[config.mk]
export PLATFORM = sky130hd
export DESIGN_NAME = pwd_watchdog
export DESIGN_NICKNAME = d
export VERILOG_FILES = /design/src/rtl/wdg_pkg.sv /design/src/rtl/wdg_unlock.sv /design/src/rtl/wdg_prescaler.sv /design/src/rtl/wdg_counter.sv /design/src/rtl/pwd_watchdog.sv
export SDC_FILE = /design/constraint.sdc
export NUM_CORES = 1
export LEC_CHECK = 0
export ABC_AREA = 1
export CAP_MARGIN = 30
export CORE_ASPECT_RATIO = 1.75
export CORE_MARGIN = 2
export CORE_UTILIZATION = 46
export CTS_BUF_LIST = sky130_fd_sc_hd__clkbuf_2
export DETAILED_ROUTE_END_ITERATION = 6
export HOLD_SLACK_MARGIN = 0.15
export PLACE_DENSITY = 0.83
export RECOVER_POWER = 25
export REMOVE_ABC_BUFFERS = 1
export SYNTH_ARGS = -nofsm -noshare
export SYNTH_HDL_FRONTEND = slang
export SYNTH_SLANG_ARGS = --single-unit
[constraint.sdc]
create_clock -name clk_i -period 1.5 [get_ports clk_i]
set_input_delay 0.3 -clock clk_i [delete_from_list [all_inputs] [get_ports clk_i]]
set_output_delay 0.3 -clock clk_i [all_outputs]
set_load 0.02 [all_outputs]
[src/rtl/wdg_pkg.sv]
package wdg_pkg;
    localparam int WORD_W   = 32;
    localparam int CNT_W    = 16;
    localparam int PWR_W    = 2;
    localparam int DSEL_W   = 2;
    localparam int KEY_W    = 8;
    localparam int KEY_LSB  = 16;
    localparam int EN_BIT   = 31;
    localparam int PWR_LSB  = 26;
    localparam int DSEL_LSB = 24;
    localparam int DIV_SH1  = 6;
    localparam int DIV_SH2  = 12;
    localparam int DIV_SH3  = 18;
    localparam int PRE_W    = DIV_SH3;

    localparam logic [KEY_W-1:0]  KEY_OPEN  = 8'hBE;
    localparam logic [KEY_W-1:0]  KEY_CONF  = 8'hDC;
    localparam logic [WORD_W-1:0] OPEN_WORD = WORD_W'(KEY_OPEN) << KEY_LSB;

    typedef enum logic {
        UL_LOCKED,
        UL_ARMED
    } unlock_st_t;

    typedef struct packed {
        logic              en;
        logic [PWR_W-1:0]  pwr;
        logic [DSEL_W-1:0] dsel;
        logic [CNT_W-1:0]  reload;
    } wdg_cfg_t;

    function automatic wdg_cfg_t cfg_from_word(input logic [WORD_W-1:0] w);
        wdg_cfg_t c;
        c.en     = w[EN_BIT];
        c.pwr    = w[PWR_LSB +: PWR_W];
        c.dsel   = w[DSEL_LSB +: DSEL_W];
        c.reload = w[CNT_W-1:0];
        return c;
    endfunction

    function automatic logic [PRE_W-1:0] pre_mask(input logic [DSEL_W-1:0] s);
        logic [PRE_W-1:0] m;
        unique case (s)
            2'd0:    m = '0;
            2'd1:    m = PRE_W'((1 << DIV_SH1) - 1);
            2'd2:    m = PRE_W'((1 << DIV_SH2) - 1);
            default: m = '1;
        endcase
        return m;
    endfunction

    function automatic logic [WORD_W-1:0] pack_status(
        input logic              en,
        input logic [PWR_W-1:0]  pwr,
        input logic [DSEL_W-1:0] dsel,
        input logic [CNT_W-1:0]  cnt
    );
        logic [WORD_W-1:0] w;
        w                       = '0;
        w[EN_BIT]               = en;
        w[PWR_LSB +: PWR_W]     = pwr;
        w[DSEL_LSB +: DSEL_W]   = dsel;
        w[CNT_W-1:0]            = cnt;
        return w;
    endfunction
endpackage

[src/rtl/wdg_unlock.sv]
module wdg_unlock
    import wdg_pkg::*;
(
    input  logic              clk_i,
    input  logic              rst_i,
    input  logic              we_i,
    input  logic              sel_ctrl_i,
    input  logic [WORD_W-1:0] wdata_i,
    output logic              load_o,
    output wdg_cfg_t          cfg_o
);
    unlock_st_t st_q, st_d;
    logic       open_hit;
    logic       conf_hit;

    assign open_hit = sel_ctrl_i && (wdata_i == OPEN_WORD);
    assign conf_hit = sel_ctrl_i && (wdata_i[KEY_LSB +: KEY_W] == KEY_CONF);
    assign cfg_o    = cfg_from_word(wdata_i);

    always_comb begin
        st_d   = st_q;
        load_o = 1'b0;
        if (we_i) begin
            unique case (st_q)
                UL_LOCKED: st_d = open_hit ? UL_ARMED : UL_LOCKED;
                UL_ARMED: begin
                    st_d   = UL_LOCKED;
                    load_o = conf_hit;
                end
                default: st_d = UL_LOCKED;
            endcase
        end
    end

    always_ff @(posedge clk_i) begin
        if (rst_i) st_q <= UL_LOCKED;
        else       st_q <= st_d;
    end
endmodule

[src/rtl/wdg_prescaler.sv]
module wdg_prescaler
    import wdg_pkg::*;
#(
    parameter int PW = PRE_W
) (
    input  logic              clk_i,
    input  logic              rst_i,
    input  logic              restart_i,
    input  logic              run_i,
    input  logic [DSEL_W-1:0] dsel_i,
    output logic              tick_o
);
    logic [PW-1:0] pre_q;
    logic [PW-1:0] mask;

    assign mask   = PW'(pre_mask(dsel_i));
    assign tick_o = run_i && ((pre_q & mask) == mask);

    always_ff @(posedge clk_i) begin
        if (rst_i || restart_i) pre_q <= '0;
        else if (run_i)         pre_q <= pre_q + 1'b1;
    end
endmodule

[src/rtl/wdg_counter.sv]
module wdg_counter #(
    parameter int W = 16
) (
    input  logic         clk_i,
    input  logic         rst_i,
    input  logic         load_i,
    input  logic [W-1:0] load_val_i,
    input  logic         tick_i,
    output logic [W-1:0] cnt_o,
    output logic         expire_o
);
    logic [W-1:0] cnt_q;

    assign cnt_o    = cnt_q;
    assign expire_o = tick_i && !load_i && (cnt_q == '0);

    always_ff @(posedge clk_i) begin
        if (rst_i)                      cnt_q <= '0;
        else if (load_i)                cnt_q <= load_val_i;
        else if (tick_i && cnt_q != '0) cnt_q <= cnt_q - 1'b1;
    end
endmodule

[src/rtl/pwd_watchdog.sv]
module pwd_watchdog
    import wdg_pkg::*;
#(
    parameter int ADDR_W   = 4,
    parameter int CTRL_OFS = 0,
    parameter int STAT_OFS = 8
) (
    input  logic              clk_i,
    input  logic              rst_i,
    input  logic              por_i,
    input  logic [ADDR_W-1:0] bus_addr_i,
    input  logic [31:0]       bus_wdata_i,
    input  logic              bus_we_i,
    output logic [31:0]       bus_rdata_o,
    output logic              wdt_req_o,
    output logic              cause_flag_o,
    output logic [2:0]        cause_code_o
);
    localparam logic [ADDR_W-1:0] CTRL_A = ADDR_W'(CTRL_OFS);
    localparam logic [ADDR_W-1:0] STAT_A = ADDR_W'(STAT_OFS);
    localparam logic [2:0]        CAUSE_WDT = 3'd2;

    logic              sys_rst;
    logic              sel_ctrl;
    logic              cfg_load;
    wdg_cfg_t          cfg_new;
    logic              en_q;
    logic [PWR_W-1:0]  pwr_q;
    logic [DSEL_W-1:0] dsel_q;
    logic              tick;
    logic              expire;
    logic [CNT_W-1:0]  cnt_q;
    logic              req_q;
    logic              flag_q;

    assign sys_rst  = rst_i || por_i;
    assign sel_ctrl = (bus_addr_i == CTRL_A);

    wdg_unlock u_unlock (
        .clk_i      (clk_i),
        .rst_i      (sys_rst),
        .we_i       (bus_we_i),
        .sel_ctrl_i (sel_ctrl),
        .wdata_i    (bus_wdata_i),
        .load_o     (cfg_load),
        .cfg_o      (cfg_new)
    );

    wdg_prescaler #(.PW(PRE_W)) u_pre (
        .clk_i     (clk_i),
        .rst_i     (sys_rst),
        .restart_i (cfg_load),
        .run_i     (en_q),
        .dsel_i    (dsel_q),
        .tick_o    (tick)
    );

    wdg_counter #(.W(CNT_W)) u_cnt (
        .clk_i      (clk_i),
        .rst_i      (sys_rst),
        .load_i     (cfg_load),
        .load_val_i (cfg_new.reload),
        .tick_i     (tick),
        .cnt_o      (cnt_q),
        .expire_o   (expire)
    );

    always_ff @(posedge clk_i) begin
        if (sys_rst) begin
            en_q   <= 1'b0;
            pwr_q  <= '0;
            dsel_q <= '0;
        end else if (cfg_load) begin
            en_q   <= cfg_new.en;
            pwr_q  <= cfg_new.pwr;
            dsel_q <= cfg_new.dsel;
        end else if (expire) begin
            en_q   <= 1'b0;
        end
    end

    always_ff @(posedge clk_i) begin
        if (sys_rst) req_q <= 1'b0;
        else         req_q <= expire;
    end

    always_ff @(posedge clk_i) begin
        if (por_i)       flag_q <= 1'b0;
        else if (expire) flag_q <= 1'b1;
    end

    assign bus_rdata_o  = (bus_addr_i == STAT_A) ? pack_status(en_q, pwr_q, dsel_q, cnt_q) : '0;
    assign wdt_req_o    = req_q;
    assign cause_flag_o = flag_q;
    assign cause_code_o = flag_q ? CAUSE_WDT : 3'd0;
endmodule

After elaboration in Yosys (flattened, before gate mapping)
Index checks and enable logic that the tools add are counted.
Storage, ports and cells
  flip-flop bits (word level): 42
  output and inout port bits: 37
  logic and storage cells: 44
  bits of input ports: 40
Cells by class
  reductions and logical operators: 15
  equality and inequality tests: 6
  bitwise gates (word level): 2
  multiplexer cells: 11
  add/subtract/negate cells: 2
Operators with widths (count)
  $pmux W18 S3: 1
  $eq A32 B24 Y1 const B: 1
  $mux W16: 2
  $mux W32: 1
  $add A18 B1 Y18 const B: 1
  $and A18 B18 Y18: 1
  $eq A18 B18 Y1: 1
  $logic_not A16 Y1: 1
  $reduce_bool A16 Y1: 1
  $sub A16 B1 Y16 const B: 1
  $eq A8 B8 Y1 const B: 1
  $logic_and A1 B1 Y1: 6
  $mux W1: 5
  $eq A4 B4 Y1 const B: 1
  $logic_not A4 Y1: 1
  $reduce_bool A2 Y1: 2
  $eq A2 B1 Y1 const B: 1
  $eq A2 B2 Y1 const B: 1
  $logic_not A2 Y1: 1
  $logic_or A1 B1 Y1: 2
  $mux W2: 1
  $pmux W1 S2: 1
  $logic_not A1 Y1: 1
  $not A1 Y1: 1

Depth between registers and ports, before layout
Gate-level depths: netlist of run 1.
  word-level depth: 9
  gate-level depth with buffers: 11

Modules after synthesis
A second synthesis of run 1 with hierarchy kept.
Unflattened totals
  cells, all modules: 524
  area total of the unflattened synthesis: 3286.9 um2
By module, submodules not included
  wdg_counter: cells an instance 200, area each 1219.9 um2, sequential area each 320.3 um2, times used 1
  wdg_prescaler: cells an instance 154, area each 1034.7 um2, sequential area each 360.3 um2, times used 1
  pwd_watchdog: cells an instance 104, area each 646.9 um2, sequential area each 140.1 um2, times used 1
  wdg_unlock: cells an instance 66, area each 385.4 um2, sequential area each 20.0 um2, times used 1

Worst setup path after synthesis of run 1
Ideal clock, no wire load.
  kind: register -> register
  start: reg u_cnt.cnt_q[0], in the netlist u_cnt.cnt_o[0]
  end: reg u_cnt.cnt_q[10], in the netlist u_cnt.cnt_o[10]
  stages on the path, launching flop included: 10
  library setup time: 0.111 ns
  arrival time: 1.349 ns
  setup slack: 0.040 ns
  path buffers: 0
  path through: dfxtp_1 > inv_1 > ha_1 > nand3_1 > nor2_1 > nand4_1 > nand3_1 > nand2_1 > nor2_2 > nor2_1
On the way
  cells in the longest elaborated chain, start to end: 3
  elaborated cells on any way between the ends: 6
  those cells by class: add/sub: 1; mux: 2; reduce/logical: 3
Ends and longest elaborated chain
  start, declared: RTL line wdg_counter.sv:12  | logic [W-1:0] cnt_q;
  start signal, assigned: RTL line wdg_counter.sv:19  | else if (load_i) cnt_q <= load_val_i;
  start signal, assigned: RTL line wdg_counter.sv:20  | else if (tick_i && cnt_q != '0) cnt_q <= cnt_q - 1'b1;
  $sub A16 B1 Y16 / $reduce_bool A16 Y1 (equally long branches): RTL line wdg_counter.sv:20
  $mux W16 / $logic_and A1 B1 Y1 (equally long branches): RTL line wdg_counter.sv:20
  $mux W16 / $reduce_bool A2 Y1 (equally long branches)
Parallel ways exist; a longest one is shown, timed or not. The select of a mux whose other input is x is not followed.
A chain may end at the register's enable or synchronous reset.

Final worst setup path of run 1
  start: in bus_wdata_i[17]
  end: reg u_pre.pre_q[10]
On the way
  cells in the longest elaborated chain, start to end: 5
Ends and longest elaborated chain
  start, declared: RTL line pwd_watchdog.sv:12  | input logic [31:0] bus_wdata_i,
  $eq A8 B8 Y1: RTL line wdg_unlock.sv:17  | assign conf_hit = sel_ctrl_i && (wdata_i[KEY_LSB +: KEY_W] == KEY_CONF);
  $logic_and A1 B1 Y1: RTL line wdg_unlock.sv:17
  $mux W1: RTL line wdg_unlock.sv:24  | unique case (st_q)
  $mux W1: RTL line wdg_unlock.sv:23  | if (we_i) begin
  $logic_or A1 B1 Y1: RTL line wdg_prescaler.sv:20  | if (rst_i || restart_i) pre_q <= '0;
  end signal, assigned: RTL line wdg_prescaler.sv:21  | else if (run_i) pre_q <= pre_q + 1'b1;
  end, declared: RTL line wdg_prescaler.sv:13  | logic [PW-1:0] pre_q;
Every way passes these cells.

==> flow_summary.json, run 1 <==
{
  "wirelength_um": 11830,
  "die_h_um": 110.5,
  "finalPower_mw": 2.085,
  "cp-start-kind": "input port",
  "num_vias": 4014,
  "drive_gt1_share_pct": 41.05,
  "dpl.cell_count": 684,
  "fin_area_um2": 4718,
  "grt_pass1_wl_um": 17100,
  "core_um2": 6228,
  "io_buffer_count": 63,
  "drv_slew": 0,
  "tritoncts": "yes",
  "cap_violations": 0,
  "rsz0062_at_grt": "true",
  "postCtsHoldBufs": 0,
  "power_density_nw_per_um2": 441.8,
  "n_antenna_cell": 0,
  "gp_congestion": 0.9726,
  "die_x_um": 64.86,
  "drt-initial-drc-count": 321,
  "synth-seq-cells": 42,
  "ys_types": 33,
  "antenna_found_initial": 0,
  "grt_max_degree": 17,
  "cts_inserted_buffers": 5,
  "place_hpwl_um": 7318,
  "fin_ws_ns": -0.1065,
  "synthToLayoutAreaGrowth_pct": 58.25,
  "synthCells": 491,
  "fmax_mhz": 622.5,
  "die-area_um2": 7167,
  "avgSynthCellArea_um2": 6.073,
  "final_cell_count_no_fill": 711,
  "row_count": 38,
  "crit_type": "in -> reg",
  "n_fill_cell": 418,
  "status": "complete, but fails checks",
  "critPathArrivalTime_ns": 1.93,
  "h-tree-depth": 2,
  "fin_nets": 673,
  "finalSetupViolations": 34,
  "hold_class": "in -> reg",
  "fin_crit_sh_pct": 107.1,
  "cts_buffer_depth": 2,
  "cts_root_buf": "clkbuf_2",
  "fin_crit_ns": 1.607,
  "antenna_left": 0,
  "clock_latency_ns": 0.43,
  "drc": 0,
  "pin_count": 77,
  "start_util_pct": 47.87,
  "required_ns": 1.82,
  "clock-sinks": 42,
  "leakagePower_nw": 2.103,
  "drtPass1Iterations": 7,
  "grt-ovfl-total": 0,
  "ir_worst_vdd_mv": 0.3572,
  "path_clk_slew_ns": 0.24,
  "track_usage_pct": 29.99,
  "violations": "setup timing",
  "wl_per_cell_um": 16.64,
  "ys_warn_count": 0,
  "hold_viol_final": 0,
  "hold_ws_ns": 0.4237,
  "routed_via_density": 5.646,
  "synth_area_um2": 2982,
  "skew_ns": 0.02414,
  "grt_pass1_vias": 3898,
  "ys_seq_area_share_pct": 28.20,
  "cp-end-kind": "register",
  "path_max_fanout": 15,
  "post_dp_cell_area_um2": 4074
}
-- state kept, by name (all words and copies together), names as in the netlist --
register       count
wdt_req_o          1
dsel_q             2
u_cnt.cnt_o       16
en_q               1
u_unlock.st_q      1
cause_flag_o       1
u_pre.pre_q       18
pwr_q              2
-- metrics by stage --
step           TNS [ns]  utilization [%]  setup slack [ns]
2_1_floorplan    -2.087                -          -0.05758
3_3_place_gp     -28.49            65.41           -0.6835
3_5_place_dp     -30.89            65.41           -0.7122
4_1_cts        -0.01030            70.99         -0.009567
5_1_grt          -4.498            75.75           -0.2064
6_report         -1.915            75.75           -0.1065
-- layout make-up --
cell class              count  area, um^2  share of cell area [%]
clock buffers               5       25.02                  0.5304
clock inverters             3       40.04                  0.8486
inverters                  56       244.0                   5.171
multi-input cells         380        2118                   44.90
flip-flops and latches     42       899.6                   19.07
well taps                  80       100.1                   2.121
repair buffers            145        1291                   27.37
-- final timing paths --
| kind | startpoint | end | slack (ns) | cells after the start |
|---|---|---|---|---|
| max | bus_wdata_i[17] | u_pre.pre_q[10] | -0.11 | 10 |
| min | bus_wdata_i[16] | u_unlock.st_q | 0.42 | 7 |
| max reg2reg | dsel_q[0] | u_cnt.cnt_o[5] | -0.10 | 10 |
| min reg2reg | pwr_q[0] | pwr_q[0] | 0.48 | 2 |
-- synthesized netlist by cell type, drive strengths merged --
cell | n | area (um^2)
nand2 | 127 | 494.2
nor2 | 110 | 445.4
inv | 56 | 212.7
dfxtp | 42 | 840.8
nand3 | 42 | 227.7
a21oi | 22 | 113.9
buf | 21 | 166.4
o21ai | 16 | 83.83
nand4 | 13 | 87.58
xor2 | 13 | 113.9
nor3 | 8 | 45.04
nor4 | 6 | 37.54
clkbuf | 4 | 15.01
ha | 3 | 37.54
or2 | 3 | 18.77
nor3b | 2 | 20.02
xnor2 | 2 | 17.52
conb | 1 | 3.750
-- where the power goes --
group | internal, mW | switching, mW | total, mW | leakage, nW
registers | 1.11 | 0.000000000000416 | 1.11 | 0.358
clock network | 0.276 | 0.420 | 0.696 | 0.0427
logic | 0.143 | 0.139 | 0.282 | 1.70
-- repair_timing --
action,in CTS,in global routing
cloned,2,0
pin swaps,12,30
resized for setup,192,110
endpoints found under the setup margin,47,62
setup buffers,9,9
-- cells by family after synthesis --
kind of cell    count (synthesis)  synth area share, %
buf+inv                        81                13.22
xor+xnor                       15                4.406
compound gates                 38                6.630
simple gates                  311                46.16
other cells                     1               0.1258
flops                          42                28.20
fa+ha+maj                       3                1.259
-- critical path, cell delays in order --
cell and delay [ns]:
clkdlybuf4s50_1 0.44, nor2_1 0.16, buf_4 0.13, nand3_1 0.08, nor2_1 0.19, nand2_2 0.11
inv_4 0.14, nor2_2 0.07, inv_2 0.22, a21oi_1 0.08
-- metal layers --
metal	wire length [um]	track usage [%]	vias to the layer above
met5	0	0	-
met4	917	20.28	0
met3	780	5.092	96
met2	6434	56.29	244
met1	3698	28.00	1864
li1	-	-	1810
-- placed cells by master, fill, tap and decap left out, types with 5 or more instances in the layout --
cell / count
nor3_1: 5
dfxtp_4: 6
o21ai_0: 12
nand2_2: 12
inv_4: 5
nor2_4: 14
nor4_1: 5
conb_1: 13
nand2_1: 109
nand4_1: 12
nor2_1: 67
inv_2: 12
dfxtp_2: 29
inv_1: 36
nand3_2: 7
clkdlybuf4s50_1: 34
buf_4: 83
a21oi_1: 16
a21oi_2: 6
clkbuf_2: 8
dfxtp_1: 7
nor2_2: 29
xor2_1: 13
buf_6: 14
nand2_4: 6
nand3_1: 32
(Power assumes the default switching activity.)
==> inputs of run 2 (changes only) <==
- CORE_UTILIZATION: 46 -> 55
- DONT_BUFFER_PORTS: unset -> 1
- PLACE_DENSITY: 0.83 -> 0.77
- SYNTH_HIERARCHICAL: unset -> 1
==> run 2 against run 1 <==
Effect of this change:
- the flow still finishes with violations (setup timing)
- via count grew 2.8%
- sequential power is essentially flat
- die area down 7.4%
- register-to-register slack lost 0.21 ns
- clock skew down 0.0017 ns
- hold slack got worse by 0.28 ns
- area after synthesis rose by 10%
- first-iteration DRC count is 14% higher
==> flow_summary.json, run 2 <==
{
  "regMostFlops": "u_pre/pre_q",
  "synth_area_leaders": "dfxtp_1, nor2_1, nand2_1",
  "routed_via_density": 5.739,
  "synthToLayoutAreaGrowth_pct": 50.06,
  "required_ns": 1.91,
  "ys_seq_area_share_pct": 25.58,
  "finalSetupViolations": 54,
  "yosysTopAreaCell": "dfxtp_1",
  "drive_gt1_share_pct": 47.50,
  "tritoncts": "yes",
  "final_common_cell": "nor2_1",
  "die_h_um": 106.3,
  "cp_top_family": "simple AND/OR/NAND/NOR gates",
  "pin_count": 77,
  "fmax_mhz": 553.4,
  "post_dp_cell_area_um2": 3836,
  "rsz0062_at_grt": "true",
  "row_count": 37,
  "drt-initial-drc-count": 367,
  "synth-seq-cells": 42,
  "antenna_left": 0,
  "hold_viol_final": 0,
  "utilization_pct": 84.56,
  "fin_nets": 682,
  "worstPathCellList": "nand2_1, nor2_4, nand3_2, nand3_2, nand2_2, nor2_4, buf_6, nand2_8, nand2_8, buf_12, nand2_2, a21oi_2",
  "cts_buffer_depth": 2,
  "slowest_delay_ns": 0.41,
  "grt-ovfl-total": 0,
  "cap_violations": 0,
  "io_buffer_count": 0,
  "synthCells": 524,
  "grt_pass1_wl_um": 16750,
  "place_hpwl_um": 6760,
  "fin_area_um2": 4932,
  "start_util_pct": 56.35,
  "status": "complete, but fails checks",
  "dp_slack_ns": -0.3140,
  "skew_ns": 0.02245,
  "ir_worst_vdd_mv": 0.3145,
  "cp-end-kind": "register",
  "seqCellArea_um2": 885.9,
  "path_clk_slew_ns": 0.24,
  "ys_top_cells_by_count": "nor2_1, nand2_1, inv_1",
  "cts_root_buf": "clkbuf_2",
  "leakagePower_nw": 2.130,
  "h-tree-depth": 2,
  "path_max_fanout": 8,
  "clock-sinks": 42,
  "avgSynthCellArea_um2": 6.273,
  "synthFlopType": "dfxtp_1",
  "core_um2": 5833,
  "multi_input_area_um2": 2193,
  "grt_max_degree": 22,
  "cp_num_buf_inv": 2,
  "cts_inserted_buffers": 5,
  "antenna_found_initial": 1,
  "synth.most_common_cell": "nor2_1",
  "gp_congestion": 0.9675,
  "wl_per_cell_um": 18.42,
  "n_fill_cell": 320,
  "die_x_um": 62.44,
  "track_usage_pct": 32.11,
  "fin_ws_ns": -0.3071,
  "yosysTopAreaCellShare_pct": 25.58,
  "ys_types": 35,
  "synth_edf_count": 0,
  "power_density_nw_per_um2": 384.8,
  "critPathArrivalTime_ns": 2.22,
  "synth_area_um2": 3287,
  "die-area_um2": 6635,
  "slowest_stage": "dfxtp_1",
  "grt_pass1_vias": 3890,
  "clock_latency_ns": 0.47,
  "num_vias": 4126,
  "setup_tns_ns": -6.360,
  "drtPass1Iterations": 5,
  "cp-start-kind": "register",
  "hold_class": "in -> reg",
  "fin_crit_sh_pct": 120.5,
  "crit_type": "reg -> reg",
  "mostFrequentLayoutCells": "nor2_1, nand2_1, buf_4",
  "ys_warn_count": 6,
  "drv_slew": 0,
  "largest_reg_flops": 18,
  "synth_async_sr_flop_share_pct": 0,
  "fin_crit_ns": 1.807,
  "drc": 0,
  "wirelength_um": 13240,
  "violations": "setup timing"
}
## run 2: changes by cell type in the layout (fill, tap and decap cells not counted), moves of 11 or more
| cell | before | now |
|---|---|---|
| nand2_1 | 109 | 68 |
| clkdlybuf4s50_1 | 34 | 0 |
| buf_6 | 14 | 41 |
| dlygate4sd3_1 | 0 | 26 |
| inv_1 | 36 | 59 |
| buf_4 | 83 | 66 |
| nor2_1 | 67 | 84 |
| nand2_2 | 12 | 24 |
| nor2_2 | 29 | 40 |
| nor2_4 | 14 | 25 |
## run 2: worst register-to-register path, delay by kind of cell (launching register included)
kind	cells	cell delay [ns]
buffers and inverters	2	0.29
AOI/OAI and AO/OA	1	0.17
and+or+nand+nor	9	0.90
DFF	1	0.41
## run 2: timing repair
action                                  in CTS  in global routing
hold buffers                                25                  1
cloned                                       1                  1
pin swaps                                   28                 35
buffers inserted                            11                 12
gates resized for setup                     98                115
endpoints found under the hold margin       23                  1
endpoints found under the setup margin      60                 60
## run 2: final timing paths
kind                        start  cells after the start              to  slack, ns
hold reg to reg     u_unlock/st_q                      2   u_unlock/st_q       0.50
setup / recovery  u_pre/pre_q[14]                     12  u_cnt/cnt_o[1]      -0.31
hold / removal    bus_wdata_i[17]                      6   u_unlock/st_q       0.14
setup reg to reg  u_pre/pre_q[14]                     12  u_cnt/cnt_o[1]      -0.31
## run 2: metal layers
| metal | vias to the layer above | global-route usage (%) | share of wire, % |
|---|---|---|---|
| li1 | 1793 | - | - |
| met1 | 1916 | 27.78 | 31 |
| met2 | 299 | 62.21 | 52 |
| met3 | 118 | 6.243 | 7.2 |
| met4 | 0 | 25.24 | 9.4 |
| met5 | - | 0 | 0 |
## run 2: cell families after synthesis
logic type / count (synthesis) / synth area share, %
buf+inv: 126 / 19.53
simple gates: 307 / 45.49
fa+ha+maj: 2 / 0.7612
xor+xnor: 7 / 1.865
compound gates: 39 / 6.662
flops: 42 / 25.58
other cells: 1 / 0.1141
## run 2: metrics by stage
stage	power (mW)	hold slack, ns	cells
final	1.898	0.1416	719
after global routing	1.942	0.1460	719
after CTS	1.848	0.1508	704
after detailed placement	1.270	0.3780	662
after global placement	1.269	0.3739	662
after floorplan	1.233	0.3724	492
## run 2: area by class of cell
type,count,share of cell area [%]
timing repair buffer,141,27.93
antenna,1,0.05074
multi-input combinational,368,44.47
tap,78,1.979
clock buffer,7,0.7103
sequential,42,17.96
inverter,82,6.900
## run 2: report_power, final
group | internal [mW] | switching, mW | total, mW
combinational | 0.100 | 0.145 | 0.245
clock | 0.121 | 0.420 | 0.541
sequential | 1.11 | 0.000000000000137 | 1.11
